File: src/rtl/pwm_pkg.sv
package pwm_pkg;

  // Classification of one cycle of the pulse train.
  typedef enum logic [1:0] {
    PH_OFF    = 2'd0,  // settings forbid any pulse (zero or oversized width)
    PH_GAP    = 2'd1,  // counter still above the width: output low
    PH_ACTIVE = 2'd2   // counter inside the final width cycles: output high
  } pwm_phase_e;

endpackage

File: src/rtl/pwm_cfg_stage.sv
module pwm_cfg_stage #(
  parameter int CNT_W = 16
) (
  input  logic             clk,
  input  logic             rst,
  input  logic             load_i,
  input  logic [CNT_W-1:0] period_i,
  input  logic [CNT_W-1:0] width_i,
  input  logic             reload_i,
  output logic [CNT_W-1:0] act_period_o,
  output logic [CNT_W-1:0] act_width_o,
  output logic [CNT_W-1:0] nxt_period_o,
  output logic [CNT_W-1:0] nxt_width_o
);

  logic [CNT_W-1:0] pend_period_q, pend_width_q;
  logic [CNT_W-1:0] act_period_q, act_width_q;

  always_ff @(posedge clk) begin
    if (rst) begin
      pend_period_q <= '0;
      pend_width_q  <= '0;
      act_period_q  <= '0;
      act_width_q   <= '0;
    end else begin
      if (reload_i) begin
        act_period_q <= pend_period_q;
        act_width_q  <= pend_width_q;
      end
      if (load_i) begin
        pend_period_q <= period_i;
        pend_width_q  <= width_i;
      end
    end
  end

  // Settings in force for the cycle being computed.
  assign nxt_period_o = reload_i ? pend_period_q : act_period_q;
  assign nxt_width_o  = reload_i ? pend_width_q  : act_width_q;
  assign act_period_o = act_period_q;
  assign act_width_o  = act_width_q;

  AST_CFG_HOLD: assert property (@(posedge clk) disable iff (rst)
    !reload_i |=> ($stable(act_period_q) && $stable(act_width_q)));

endmodule

File: src/rtl/pwm_down_counter.sv
module pwm_down_counter #(
  parameter int CNT_W = 16
) (
  input  logic             clk,
  input  logic             rst,
  input  logic [CNT_W-1:0] nxt_period_i,
  output logic [CNT_W-1:0] cnt_o,
  output logic [CNT_W-1:0] cnt_nxt_o,
  output logic             wrap_o
);

  localparam logic [CNT_W-1:0] ONE = CNT_W'(1);

  logic [CNT_W-1:0] cnt_q, cnt_d, reload_val;
  logic             wrap;

  assign wrap       = (cnt_q == '0);
  assign reload_val = (nxt_period_i == '0) ? '0 : (nxt_period_i - ONE);
  assign cnt_d      = wrap ? reload_val : (cnt_q - ONE);

  always_ff @(posedge clk) begin
    if (rst) cnt_q <= '0;
    else     cnt_q <= cnt_d;
  end

  assign cnt_o     = cnt_q;
  assign cnt_nxt_o = rst ? '0 : cnt_d;
  assign wrap_o    = wrap;

  AST_DOWN_STEP: assert property (@(posedge clk) disable iff (rst)
    !wrap_o |=> (cnt_q == $past(cnt_q) - ONE));

endmodule

File: src/rtl/pwm_pulse_shaper.sv
module pwm_pulse_shaper
  import pwm_pkg::*;
#(
  parameter int CNT_W = 16
) (
  input  logic             clk,
  input  logic             rst,
  input  logic [CNT_W-1:0] cnt_nxt_i,
  input  logic [CNT_W-1:0] nxt_period_i,
  input  logic [CNT_W-1:0] nxt_width_i,
  output logic             pulse_o
);

  pwm_phase_e phase_d;
  logic       pulse_q;

  always_comb begin
    if (nxt_width_i == '0 || nxt_width_i > nxt_period_i)
      phase_d = PH_OFF;
    else if (cnt_nxt_i < nxt_width_i)
      phase_d = PH_ACTIVE;
    else
      phase_d = PH_GAP;
  end

  always_ff @(posedge clk) begin
    if (rst) pulse_q <= 1'b0;
    else     pulse_q <= (phase_d == PH_ACTIVE);
  end

  assign pulse_o = pulse_q;

endmodule

File: src/rtl/pwm_pulse_gen.sv
module pwm_pulse_gen #(
  parameter int CNT_W = 16
) (
  input  logic             clk,
  input  logic             rst,
  input  logic [CNT_W-1:0] cfg_period,
  input  logic [CNT_W-1:0] cfg_width,
  input  logic             cfg_load,
  output logic             pulse_o,
  output logic [CNT_W-1:0] count_o
);

  localparam logic [CNT_W-1:0] ONE = CNT_W'(1);

  logic [CNT_W-1:0] act_period, act_width, nxt_period, nxt_width;
  logic [CNT_W-1:0] cnt, cnt_nxt;
  logic             wrap;

  pwm_cfg_stage #(.CNT_W(CNT_W)) u_cfg (
    .clk          (clk),
    .rst          (rst),
    .load_i       (cfg_load),
    .period_i     (cfg_period),
    .width_i      (cfg_width),
    .reload_i     (wrap),
    .act_period_o (act_period),
    .act_width_o  (act_width),
    .nxt_period_o (nxt_period),
    .nxt_width_o  (nxt_width)
  );

  pwm_down_counter #(.CNT_W(CNT_W)) u_cnt (
    .clk          (clk),
    .rst          (rst),
    .nxt_period_i (nxt_period),
    .cnt_o        (cnt),
    .cnt_nxt_o    (cnt_nxt),
    .wrap_o       (wrap)
  );

  pwm_pulse_shaper #(.CNT_W(CNT_W)) u_shape (
    .clk          (clk),
    .rst          (rst),
    .cnt_nxt_i    (cnt_nxt),
    .nxt_period_i (nxt_period),
    .nxt_width_i  (nxt_width),
    .pulse_o      (pulse_o)
  );

  assign count_o = cnt;

  AST_RESET_CLEARS: assert property (@(posedge clk) disable iff (rst)
    $fell(rst) |-> (count_o == '0 && !pulse_o));

  AST_RELOAD_VALUE: assert property (@(posedge clk) disable iff (rst)
    (count_o == '0) |=> (count_o == ((act_period == '0) ? '0 : act_period - ONE)));

  AST_PULSE_ALIGN: assert property (@(posedge clk) disable iff (rst)
    pulse_o == (act_width != '0 && act_width <= act_period && count_o < act_width));

  AST_WIDE_LOW: assert property (@(posedge clk) disable iff (rst)
    (act_width > act_period) |-> !pulse_o);

  AST_ZERO_WIDTH_LOW: assert property (@(posedge clk) disable iff (rst)
    (act_width == '0) |-> !pulse_o);

endmodule

File: config.mk
export PLATFORM = sky130hd
export DESIGN_NAME = pwm_pulse_gen
export DESIGN_NICKNAME = d
export VERILOG_FILES = /design/src/rtl/pwm_pkg.sv /design/src/rtl/pwm_cfg_stage.sv /design/src/rtl/pwm_down_counter.sv /design/src/rtl/pwm_pulse_shaper.sv /design/src/rtl/pwm_pulse_gen.sv
export SDC_FILE = /design/constraint.sdc
export NUM_CORES = 1
export LEC_CHECK = 0
export BUFFER_PORTS_ARGS = -buffer_cell sky130_fd_sc_hd__buf_2
export CELL_PAD_IN_SITES_DETAIL_PLACEMENT = 1
export CELL_PAD_IN_SITES_GLOBAL_PLACEMENT = 2
export CORE_MARGIN = 1
export CORE_UTILIZATION = 42
export CTS_BUF_LIST = sky130_fd_sc_hd__clkbuf_2 sky130_fd_sc_hd__clkbuf_4 sky130_fd_sc_hd__clkbuf_8
export CTS_CLUSTER_DIAMETER = 40
export DETAILED_ROUTE_END_ITERATION = 10
export HOLD_SLACK_MARGIN = 0.06
export MAX_ROUTING_LAYER = met4
export PLACE_DENSITY = 0.95
export SYNTH_ARGS = -nofsm -noshare
export SYNTH_HDL_FRONTEND = slang
export SYNTH_HIERARCHICAL = 1
export SYNTH_SLANG_ARGS = --single-unit
File: constraint.sdc
create_clock -name clk -period 13.35 [get_ports clk]
set_clock_uncertainty 0.2 [all_clocks]
set_input_delay 2.67 -clock clk [delete_from_list [all_inputs] [get_ports clk]]
set_output_delay 2.67 -clock clk [all_outputs]
set_load 0.1 [all_outputs]
==> results of run 1 <==
## cell families after synthesis
family / after synthesis
buf+inv: 59
mux: 65
compound gates: 69
flops: 81
xor+xnor: 16
fa+ha+maj: 34
simple gates: 158
## flip-flops by register name, summed over array words and instances, names as in the netlist
signal / count
u_cfg/pend_width_q: 16
u_cnt/cnt_o: 16
u_shape/pulse_o: 1
u_cfg/act_width_o: 16
u_cfg/act_period_o: 16
u_cfg/pend_period_q: 16
## layout by cell type, fill, tap and decap left out, types with 7 or more instances in the layout
cell type,synthesis,final
clkbuf_8,0,9
mux2i_1,33,33
nand2_1,19,19
nand3_1,10,10
buf_2,3,51
nor3_1,14,13
nor2_1,43,43
inv_1,39,39
o21ai_0,7,7
ha_1,34,34
xnor2_1,12,12
nor2b_1,35,35
a21oi_1,27,27
mux2_4,30,30
dfxtp_1,81,81
## report_power, final
| part | switching, mW | internal, mW | leakage (nW) |
|---|---|---|---|
| sequential | 0.0323 | 0.273 | 0.662 |
| combinational | 0.502 | 0.266 | 1.49 |
| clock | 0.0875 | 0.112 | 0.111 |
| total | 0.622 | 0.652 | 2.26 |
## per-layer routing
metal	track usage	share of wire	vias up
met3	0.0339	0.024	13
met1	0.260	0.47	1722
met2	0.368	0.49	57
met4	0.0695	0.014	0
met5	-	0	-
li1	-	-	1762
## layout make-up
class,instances,area share
clock inverters,4,0.0147
multi-input cells,342,0.532
clock buffers,12,0.0281
inverters,39,0.0281
repair buffers,53,0.0519
flip-flops and latches,81,0.311
well taps,140,0.0336
## critical path: cells and delay by family (launching register included)
kind,cells,cell delay (ns)
compound gates,5,1.26
mux,1,0.42
simple gates,7,2.14
buf+inv,2,0.58
fa+ha+maj,2,0.40
flops,1,0.37
## final timing paths
kind / start / endpoint / slack [ns]
max: u_cnt/cnt_o[3]$_DFF_P_ / u_shape/pulse_o$_SDFF_PP0_ / 7.85
min: u_cfg/pend_period_q[15]$_SDFFE_PP0P_ / u_cfg/pend_period_q[15]$_SDFFE_PP0P_ / 0.29
max reg2reg: u_cnt/cnt_o[3]$_DFF_P_ / u_shape/pulse_o$_SDFF_PP0_ / 7.85
min reg2reg: u_cfg/pend_period_q[15]$_SDFFE_PP0P_ / u_cfg/pend_period_q[15]$_SDFFE_PP0P_ / 0.29
## cells in the mapped netlist, types with 7 or more instances
library cell / n / area [µm²]
a21oi_1: 27 / 135
dfxtp_1: 81 / 1620
ha_1: 34 / 425
inv_1: 39 / 146
mux2_4: 30 / 450
mux2i_1: 33 / 330
nand2_1: 19 / 71.3
nand3_1: 10 / 50.1
nor2_1: 43 / 161
nor2b_1: 35 / 219
nor3_1: 14 / 70.1
o21ai_0: 7 / 35.0
xnor2_1: 12 / 105
## metrics by stage
stage	hold slack [ns]	area (µm²)
3_5_place_dp	0.284	4990
5_1_grt	0.323	5210
3_3_place_gp	0.281	4990
6_report	0.293	5210
2_1_floorplan	0.254	4670
4_1_cts	0.302	5210
==> impl_metrics.toml, run 1 <==
[status]
status = "finished with violations"
violations = "design-rule violations"

[finish]
postLayoutCoreUtil = 0.480
seq_area_mm2 = 0.00162
antenna_cells = 0
layout-drive-gt1-share = 0.232
fillers = 1270
instances_no_fill = 671
areaGrowthSynthToFinish_pct = 11.5
final_net_count = 595
multi_input_area_mm2 = 0.00277

[power]
power.density_mw_per_mm2 = 245
p_leak_nw = 2.26
p_total_mw = 1.27
ir_worst_vdd_mv = 0.155

[yosys]
synth_compound_area_frac = 0.107
synthMuxAreaShare = 0.172
ys_async_sr_fraction = 0
ys_ff_latch = 81
yosysUniqueCellTypes = 59
synth_xor_area_frac = 0.0300
ys_warn_count = 6
synth_top_family_by_area = "simple AND/OR/NAND/NOR gates"
synth_edf_count = 0
syn_area_mm2 = 0.00467
synth.avg_cell_area_um2 = 9.69
ys.flop_type = "dfxtp_1"
synth_adder_area_share = 0.0911
syn_nets = 551
synth-simple-area-share = 0.192
synth_cells = 482
synth_seq_area_share = 0.347

[clock_network]
h-tree-depth = 3
post_cts_buffers = 0
cts_tree = "yes"
cts.sinks = 81
root_buffer = "clkbuf_8"
cts.path.max_buffers = 2
clkTransAtPathRegs_ns = 0.08
clock_latency_ns = 0.35
ctsHoldBuffers = 0
numCtsBuffers = 9
ctsResizeCount = 0

[timing]
slew_violations = 0
rsz0062_at_grt = "false"
slew_headroom = 0.374
setup_viol = 0
max_freq_ghz = 0.182
tightest_slew_ns = 0.939
timing.final.ws_setup_ns = 7.85
period_share = 0.412
min_period_ns = 5.50
setup_tns_ns = 0
finalHoldViolations = 0

[worst_hold_path]
holdPathStages = 2
min_path_type = "reg -> reg"

[routing]
via_count = 3554
drt-pass1-iter-count = 7
drt_iter0_markers = 108
via_per_inst = 5.30
routed_wl_um = 11500
antenna_left = 0
drc_errors = 1
wl_per_cell_um = 17.2

[global_routing]
grt_overflow = 0
grt_pass1_wl_um = 18700
first_global_vias = 3704
grtUsageTotal = 0.216
antenna_found_initial = 0
grt_max_degree = 81

[flow_run]
cap_violations = 0

[worst_setup_path]
crit_fanout = 32
arrival_ns = 5.55
critPathMostFrequentCell = "ha_1"
crit_type = "reg -> reg"
required_ns = 13.40
cp_cell_sequence = "or4_4 > nor3_2 > buf_4 > mux2_4 > inv_1 > ha_1 > or3b_2 > and3b_1 > nand2_2 > o21ai_0 > nor3_1 > ha_1 > a21o_1 > a211oi_2 > nand2_1 > a31o_1 > a2111oi_2"
crit_slowest_cell = "or4_4"
critPathLaunchType = "register"
worst_r2r_path_depth = 17
critPathMaxStageDelay_ns = 0.58
worst_setup_path_end_kind = "register"

[floorplan]
start_util = 0.431
ios = 52
die_y_um = 107
rows = 38
die_w_um = 107
dieArea_mm2 = 0.0115
core_area_mm2 = 0.0108

[placed_design]
io_buffers = 51
dp.final_hpwl_um = 8600
routabilityCongestion = 0.840
dp_slack_ns = 7.88
post-place-cells = 655
No activity file was read; power rests on OpenSTA's default activity.
==> run 2, diff against run 1 <==
--- a/config.mk
+++ b/config.mk
@@ -9,13 +9,13 @@
 export CELL_PAD_IN_SITES_DETAIL_PLACEMENT = 1
 export CELL_PAD_IN_SITES_GLOBAL_PLACEMENT = 2
 export CORE_MARGIN = 1
-export CORE_UTILIZATION = 42
+export CORE_UTILIZATION = 35
 export CTS_BUF_LIST = sky130_fd_sc_hd__clkbuf_2 sky130_fd_sc_hd__clkbuf_4 sky130_fd_sc_hd__clkbuf_8
 export CTS_CLUSTER_DIAMETER = 40
 export DETAILED_ROUTE_END_ITERATION = 10
 export HOLD_SLACK_MARGIN = 0.06
 export MAX_ROUTING_LAYER = met4
-export PLACE_DENSITY = 0.95
+export PLACE_DENSITY = 0.86
 export SYNTH_ARGS = -nofsm -noshare
 export SYNTH_HDL_FRONTEND = slang
 export SYNTH_HIERARCHICAL = 1
==> constraint.sdc (replaced) <==
create_clock -name clk -period 4.71 [get_ports clk]
set_clock_uncertainty 0.2 [all_clocks]
set_input_delay 0.942 -clock clk [delete_from_list [all_inputs] [get_ports clk]]
set_output_delay 0.942 -clock clk [all_outputs]
set_load 0.1 [all_outputs]
==> run 2 against run 1 <==
Effect of this change:
- register-to-register slack lost 7.7 ns
- sequential cell count is the same
- die area grew 20%
- worst setup slack lost 7.7 ns
- cell area grew 6.7%
- global-route usage shrank 1.4 points
- sequential power grew to 2.9 times the previous value
- via count grew 5.3%
- combinational power grew to 3.3 times the previous value
- clock power grew to 2.5 times the previous value
- the flow now finishes without violations
==> impl_metrics.toml, run 2 (synthesized netlist as in run 1, its figures left out) <==
[status]
status = "finished clean"

[routing]
drc_errors = 0
antenna_left = 0
routed_wl_um = 13100
wl_per_cell_um = 18.0
via_per_inst = 5.13
drt-pass1-iter-count = 4
via_count = 3743
drt_iter0_markers = 214

[global_routing]
grt_use_met3 = 0.0344
first_global_vias = 4000
grt_max_degree = 49
grt_pass1_wl_um = 21400
grt_use_met2 = 0.325
use_met1 = 0.252
antenna_found_initial = 0
grt_overflow = 0
grtUsageTotal = 0.201
top_usage_layer = "met2"

[clock_network]
clock_latency_ns = 0.35
numCtsBuffers = 9
clkTransAtPathRegs_ns = 0.08
h-tree-depth = 3
root_buffer = "clkbuf_8"
cts.sinks = 81
cts.path.max_buffers = 2
ctsHoldBuffers = 0
cts_tree = "yes"

[power]
p_sw_frac = 0.490
power.density_mw_per_mm2 = 712
ir_worst_vdd_mv = 0.240
p_int_mw = 2.02
p_comb_frac = 0.648
p_total_mw = 3.96
share_seq_of_total_power = 0.224
p_switching_mw = 1.94
p_leak_nw = 2.41
pwr-share-clk = 0.128

[finish]
fillers = 1493
areaGrowthSynthToFinish_pct = 19.0
fin_area_mm2 = 0.00556
final_net_count = 621
final_common_cell = "dfxtp_1"
final_cell_mix = "66 x dfxtp_1, 51 x buf_2, 43 x nor2_1, 39 x inv_1"
layout-drive-gt1-share = 0.316
instances_no_fill = 729
antenna_cells = 0

[worst_setup_path]
endpoint = "u_shape/pulse_o$_SDFF_PP0_"
worst_r2r_path_depth = 16
critPathMostFrequentCell = "ha_1"
crit_slowest_cell = "or4_4"
worst_setup_path_end_kind = "register"
r2r-start = "u_cnt/cnt_o[10]$_DFF_P_"
arrival_ns = 4.62
cp_cell_sequence = "or4_4 > nor3_4 > buf_12 > mux2_4 > inv_1 > ha_1 > or3b_4 > and3b_2 > nand4b_1 > a31oi_2 > ha_1 > a21o_1 > a211oi_2 > nand2_1 > a31o_1 > a2111oi_4"
crit_type = "reg -> reg"
crit_fanout = 6
critPathLaunchType = "register"
critPathMaxStageDelay_ns = 0.55
worstSetupStartpoint = "u_cnt/cnt_o[10]$_DFF_P_"
required_ns = 4.76
r2r_slack_ns = 0.14
worstReg2RegEnd = "u_shape/pulse_o$_SDFF_PP0_"

[timing]
min_period_ns = 4.57
finalHoldViolations = 0
tightest_slew_ns = 0.934
slew_violations = 0
slew_headroom = 0.378
timing.final.ws_setup_ns = 0.143
setup_tns_ns = 0
period_share = 0.970
max_freq_ghz = 0.219
setup_viol = 0

[floorplan]
ios = 52
core_area_mm2 = 0.0128
die_y_um = 118
start_util = 0.364
rows = 41
die_w_um = 118
dieArea_mm2 = 0.0138

[worst_hold_path]
min_path_type = "reg -> reg"

[placed_design]
dp_slack_ns = -0.0575
io_buffers = 51
placed_cell_area_mm2 = 0.00521
routabilityCongestion = 0.877
dp.final_hpwl_um = 9990
post-place-cells = 704

[flow_run]
cap_violations = 0
## run 2: changes by cell type in the layout (fill, tap and decap cells not counted), sizes merged
cell	delta
clkbuf	-1
inv	-1
bufinv	-1
buf	+26
clkinv	+3
## run 2: what timing repair did
item / CTS / global route
gates cloned: 0 / 0
endpoints found under the setup margin: 1 / 1
gates resized for setup: 5 / 15
pin swaps: 1 / 10
buffers inserted: 1 / 8
## run 2: metal layers
metal  routed length (µm)  up-vias  part of all wire
met1                 6100     1825              0.47
met4                  338        0             0.026
met3                  436       25             0.033
li1                     -     1821                 -
met2                 6230       72              0.48
met5                    0        -                 0
## run 2: worst max-delay path, delay by kind of cell, from the launching register on
family          cells  cell delay, ns
buf+inv             2            0.22
simple gates        6            1.74
compound gates      5            1.19
fa+ha+maj           2            0.45
flops               1            0.35
mux                 1            0.31
## run 2: layout make-up
class	count	area [µm²]	share of cell area
tap	172	215	0.0387
sequential	81	1660	0.298
multi-input combinational	342	2860	0.514
inverter	39	146	0.0263
timing repair buffer	79	493	0.0887
clock inverter	5	56.3	0.0101
clock buffer	11	139	0.0250
## run 2: worst min path at each step
| stage | from | to | cells past startpoint |
|---|---|---|---|
| 3_3_place_gp | u_cfg/pend_width_q[1]$_SDFFE_PP0P_ | u_cfg/pend_width_q[1]$_SDFFE_PP0P_ | 2 |
| 5_1_grt | u_cfg/pend_period_q[5]$_SDFFE_PP0P_ | u_cfg/pend_period_q[5]$_SDFFE_PP0P_ | 2 |
| 6_report | u_cfg/pend_width_q[0]$_SDFFE_PP0P_ | u_cfg/pend_width_q[0]$_SDFFE_PP0P_ | 2 |
| 4_1_cts | u_cfg/pend_period_q[11]$_SDFFE_PP0P_ | u_cfg/pend_period_q[11]$_SDFFE_PP0P_ | 2 |
| 3_5_place_dp | u_cfg/pend_period_q[11]$_SDFFE_PP0P_ | u_cfg/pend_period_q[11]$_SDFFE_PP0P_ | 2 |
| 2_1_floorplan | u_cfg/pend_period_q[13]$_SDFFE_PP0P_ | u_cfg/pend_period_q[13]$_SDFFE_PP0P_ | 2 |
## run 2: power groups by stage
stage | clock, mW | sequential, mW | combinational [mW]
after floorplan | 0 | 1.23 | 1.44
after global placement | 0 | 0.894 | 2.24
after detailed placement | 0 | 0.903 | 2.29
after CTS | 0.527 | 0.887 | 2.34
after global routing | 0.563 | 0.901 | 2.74
final | 0.507 | 0.886 | 2.57
## run 2: metrics by stage
step           utilization  hold WS (ns)
3_5_place_dp         0.406         0.294
5_1_grt              0.434         0.339
3_3_place_gp         0.406         0.279
2_1_floorplan            -         0.254
4_1_cts              0.423         0.315
6_report             0.434         0.312
==> run 3, diff against run 2 <==
--- a/config.mk
+++ b/config.mk
@@ -6,16 +6,14 @@
 export NUM_CORES = 1
 export LEC_CHECK = 0
 export BUFFER_PORTS_ARGS = -buffer_cell sky130_fd_sc_hd__buf_2
-export CELL_PAD_IN_SITES_DETAIL_PLACEMENT = 1
-export CELL_PAD_IN_SITES_GLOBAL_PLACEMENT = 2
 export CORE_MARGIN = 1
-export CORE_UTILIZATION = 35
+export CORE_UTILIZATION = 46
 export CTS_BUF_LIST = sky130_fd_sc_hd__clkbuf_2 sky130_fd_sc_hd__clkbuf_4 sky130_fd_sc_hd__clkbuf_8
 export CTS_CLUSTER_DIAMETER = 40
 export DETAILED_ROUTE_END_ITERATION = 10
 export HOLD_SLACK_MARGIN = 0.06
 export MAX_ROUTING_LAYER = met4
-export PLACE_DENSITY = 0.86
+export PLACE_DENSITY = 0.75
 export SYNTH_ARGS = -nofsm -noshare
 export SYNTH_HDL_FRONTEND = slang
 export SYNTH_HIERARCHICAL = 1
==> run 3 against run 2 <==
Effect of this change:
- combinational power down 8.2%
- die area down 24%
- via count decreased by 2.7%
- final cell count down 6.0%
==> impl_metrics.toml, run 3 (synthesized netlist as in run 1, its figures left out) <==
[placed_design]
dp.final_hpwl_um = 8400
io_buffers = 51
routabilityCongestion = 0.930
dp_slack_ns = -0.181
post-place-cells = 666

[finish]
final_net_count = 617
postLayoutCoreUtil = 0.556
seq_area_mm2 = 0.00166
antenna_cells = 0
layout-drive-gt1-share = 0.301
final_cell_mix = "66 x dfxtp_1, 51 x buf_2, 43 x nor2_1, 39 x inv_1, 35 x nor2b_1"
final_common_cell = "dfxtp_1"
multi_input_area_mm2 = 0.00282
instances_no_fill = 685
fillers = 933
areaGrowthSynthToFinish_pct = 16.8

[worst_setup_path]
critPathLaunchType = "register"
crit_fanout = 10
worst_setup_path_end_kind = "register"
cp_cell_sequence = "or4_4 > nor3_4 > buf_12 > buf_6 > mux2_4 > or3_1 > nand4b_1 > o31a_1 > o21ai_2 > a21oi_2 > ha_1 > nand3_1 > nor3_2 > a31o_1 > a2111oi_4"
critPathMaxStageDelay_ns = 0.57
r2r_slack_ns = 0.19
crit_buf_inv = 2
worstReg2RegEnd = "u_shape/pulse_o$_SDFF_PP0_"
r2r-start = "u_cnt/cnt_o[6]$_DFF_P_"
crit_slowest_cell = "or4_4"
arrival_ns = 4.55
worst_r2r_path_depth = 15
required_ns = 4.73
crit_type = "reg -> reg"
crit_family = "simple AND/OR/NAND/NOR gates"
cp_num_cells = 15

[power]
p_int_mw = 2.00
pwr-share-clk = 0.147
p_switching_mw = 1.81
share_seq_of_total_power = 0.232
p_total_mw = 3.80
p_comb_frac = 0.621
power.density_mw_per_mm2 = 697
p_leak_nw = 2.39
p_sw_frac = 0.475
ir_worst_vdd_mv = 0.592

[floorplan]
rows = 36
core_area_mm2 = 0.00982
die_y_um = 103
dieArea_mm2 = 0.0106
die_w_um = 103
ios = 52
start_util = 0.476

[worst_hold_path]
worstHoldStart = "u_cfg/pend_width_q[7]$_SDFFE_PP0P_"
hold_end = "u_cfg/pend_width_q[7]$_SDFFE_PP0P_"
holdPathStages = 2
min_path_type = "reg -> reg"

[timing]
slew_violations = 0
rsz0062_at_grt = "false"
max_freq_ghz = 0.221
hold_ws_ns = 0.299
tightest_slew_ns = 0.948
min_period_ns = 4.52
setup_viol = 0
period_share = 0.960
slew_headroom = 0.368
finalHoldViolations = 0
timing.final.ws_setup_ns = 0.187

[global_routing]
first_global_vias = 3497
grt_pass1_wl_um = 17800
grt_max_degree = 47
grtUsageTotal = 0.231
grt_overflow = 0
antenna_found_initial = 0

[clock_network]
numCtsBuffers = 9
cts.path.max_buffers = 2
h-tree-depth = 3
clkTransAtPathRegs_ns = 0.07
root_buffer = "clkbuf_8"
clock_latency_ns = 0.36
cts_tree = "yes"
cts.sinks = 81

[routing]
drt-pass1-iter-count = 4
routed_wl_um = 11000
via_per_inst = 5.32
via_count = 3642
antenna_left = 0
drc_errors = 0
drt_iter0_markers = 185
wl_per_cell_um = 16.1

[status]
status = "finished clean"

[flow_run]
cap_violations = 0
[run 3: worst max-delay path by stage]
stage	slack [ns]	to	from
2_1_floorplan	0.02	u_shape/pulse_o$_SDFF_PP0_	u_cnt/cnt_o[3]$_DFF_P_
3_3_place_gp	-0.03	u_shape/pulse_o$_SDFF_PP0_	u_cnt/cnt_o[3]$_DFF_P_
3_5_place_dp	-0.18	u_shape/pulse_o$_SDFF_PP0_	u_cnt/cnt_o[3]$_DFF_P_
4_1_cts	0.01	u_shape/pulse_o$_SDFF_PP0_	u_cnt/cnt_o[7]$_DFF_P_
5_1_grt	0.03	u_shape/pulse_o$_SDFF_PP0_	u_cnt/cnt_o[6]$_DFF_P_
6_report	0.19	u_shape/pulse_o$_SDFF_PP0_	u_cnt/cnt_o[6]$_DFF_P_
[run 3: final cells by class]
type,count,share of cell area
multi-input cells,342,0.517
flip-flops and latches,81,0.303
repair buffers,75,0.0828
well taps,133,0.0305
clock buffers,12,0.0280
inverters,39,0.0268
clock inverters,3,0.0119
[run 3: worst reg2reg max path, cell delays in order, from the launching register on]
cell and delay [ns]:
dfxtp_4 0.35, or4_4 0.57, nor3_4 0.26, buf_12 0.15, buf_6 0.17, mux2_4 0.35, or3_1 0.41, nand4b_1 0.27
o31a_1 0.30, o21ai_2 0.18, a21oi_2 0.11, ha_1 0.33, nand3_1 0.13, nor3_2 0.32, a31o_1 0.25, a2111oi_4 0.05
[run 3: what timing repair did]
item                                    4_1_cts  5_1_grt
buffers inserted                              2        2
pin swaps                                     1        8
endpoints found under the setup margin        1        1
gates resized for setup                       3        7
hold buffers                                  0        0
[run 3: routing by layer]
| layer | vias up | track usage | routed length [µm] |
|---|---|---|---|
| li1 | 1804 | - | - |
| met1 | 1719 | 0.285 | 4910 |
| met2 | 99 | 0.366 | 5250 |
| met3 | 20 | 0.0508 | 633 |
| met4 | 0 | 0.0964 | 244 |
| met5 | - | - | 0 |
[run 3: through the flow]
| stage | TNS (ns) | instance area, µm² |
|---|---|---|
| after global placement | -0.0273 | 5160 |
| after CTS | 0 | 5410 |
| after detailed placement | -0.181 | 5160 |
| final | 0 | 5460 |
| after floorplan | 0 | 4720 |
| after global routing | 0 | 5460 |
[run 3: power groups by stage]
stage | combinational, mW | clock (mW) | sequential (mW)
2_1_floorplan | 1.44 | 0 | 1.23
3_3_place_gp | 2.18 | 0 | 0.892
3_5_place_dp | 2.22 | 0 | 0.900
4_1_cts | 2.26 | 0.574 | 0.884
5_1_grt | 2.56 | 0.605 | 0.896
6_report | 2.36 | 0.557 | 0.884
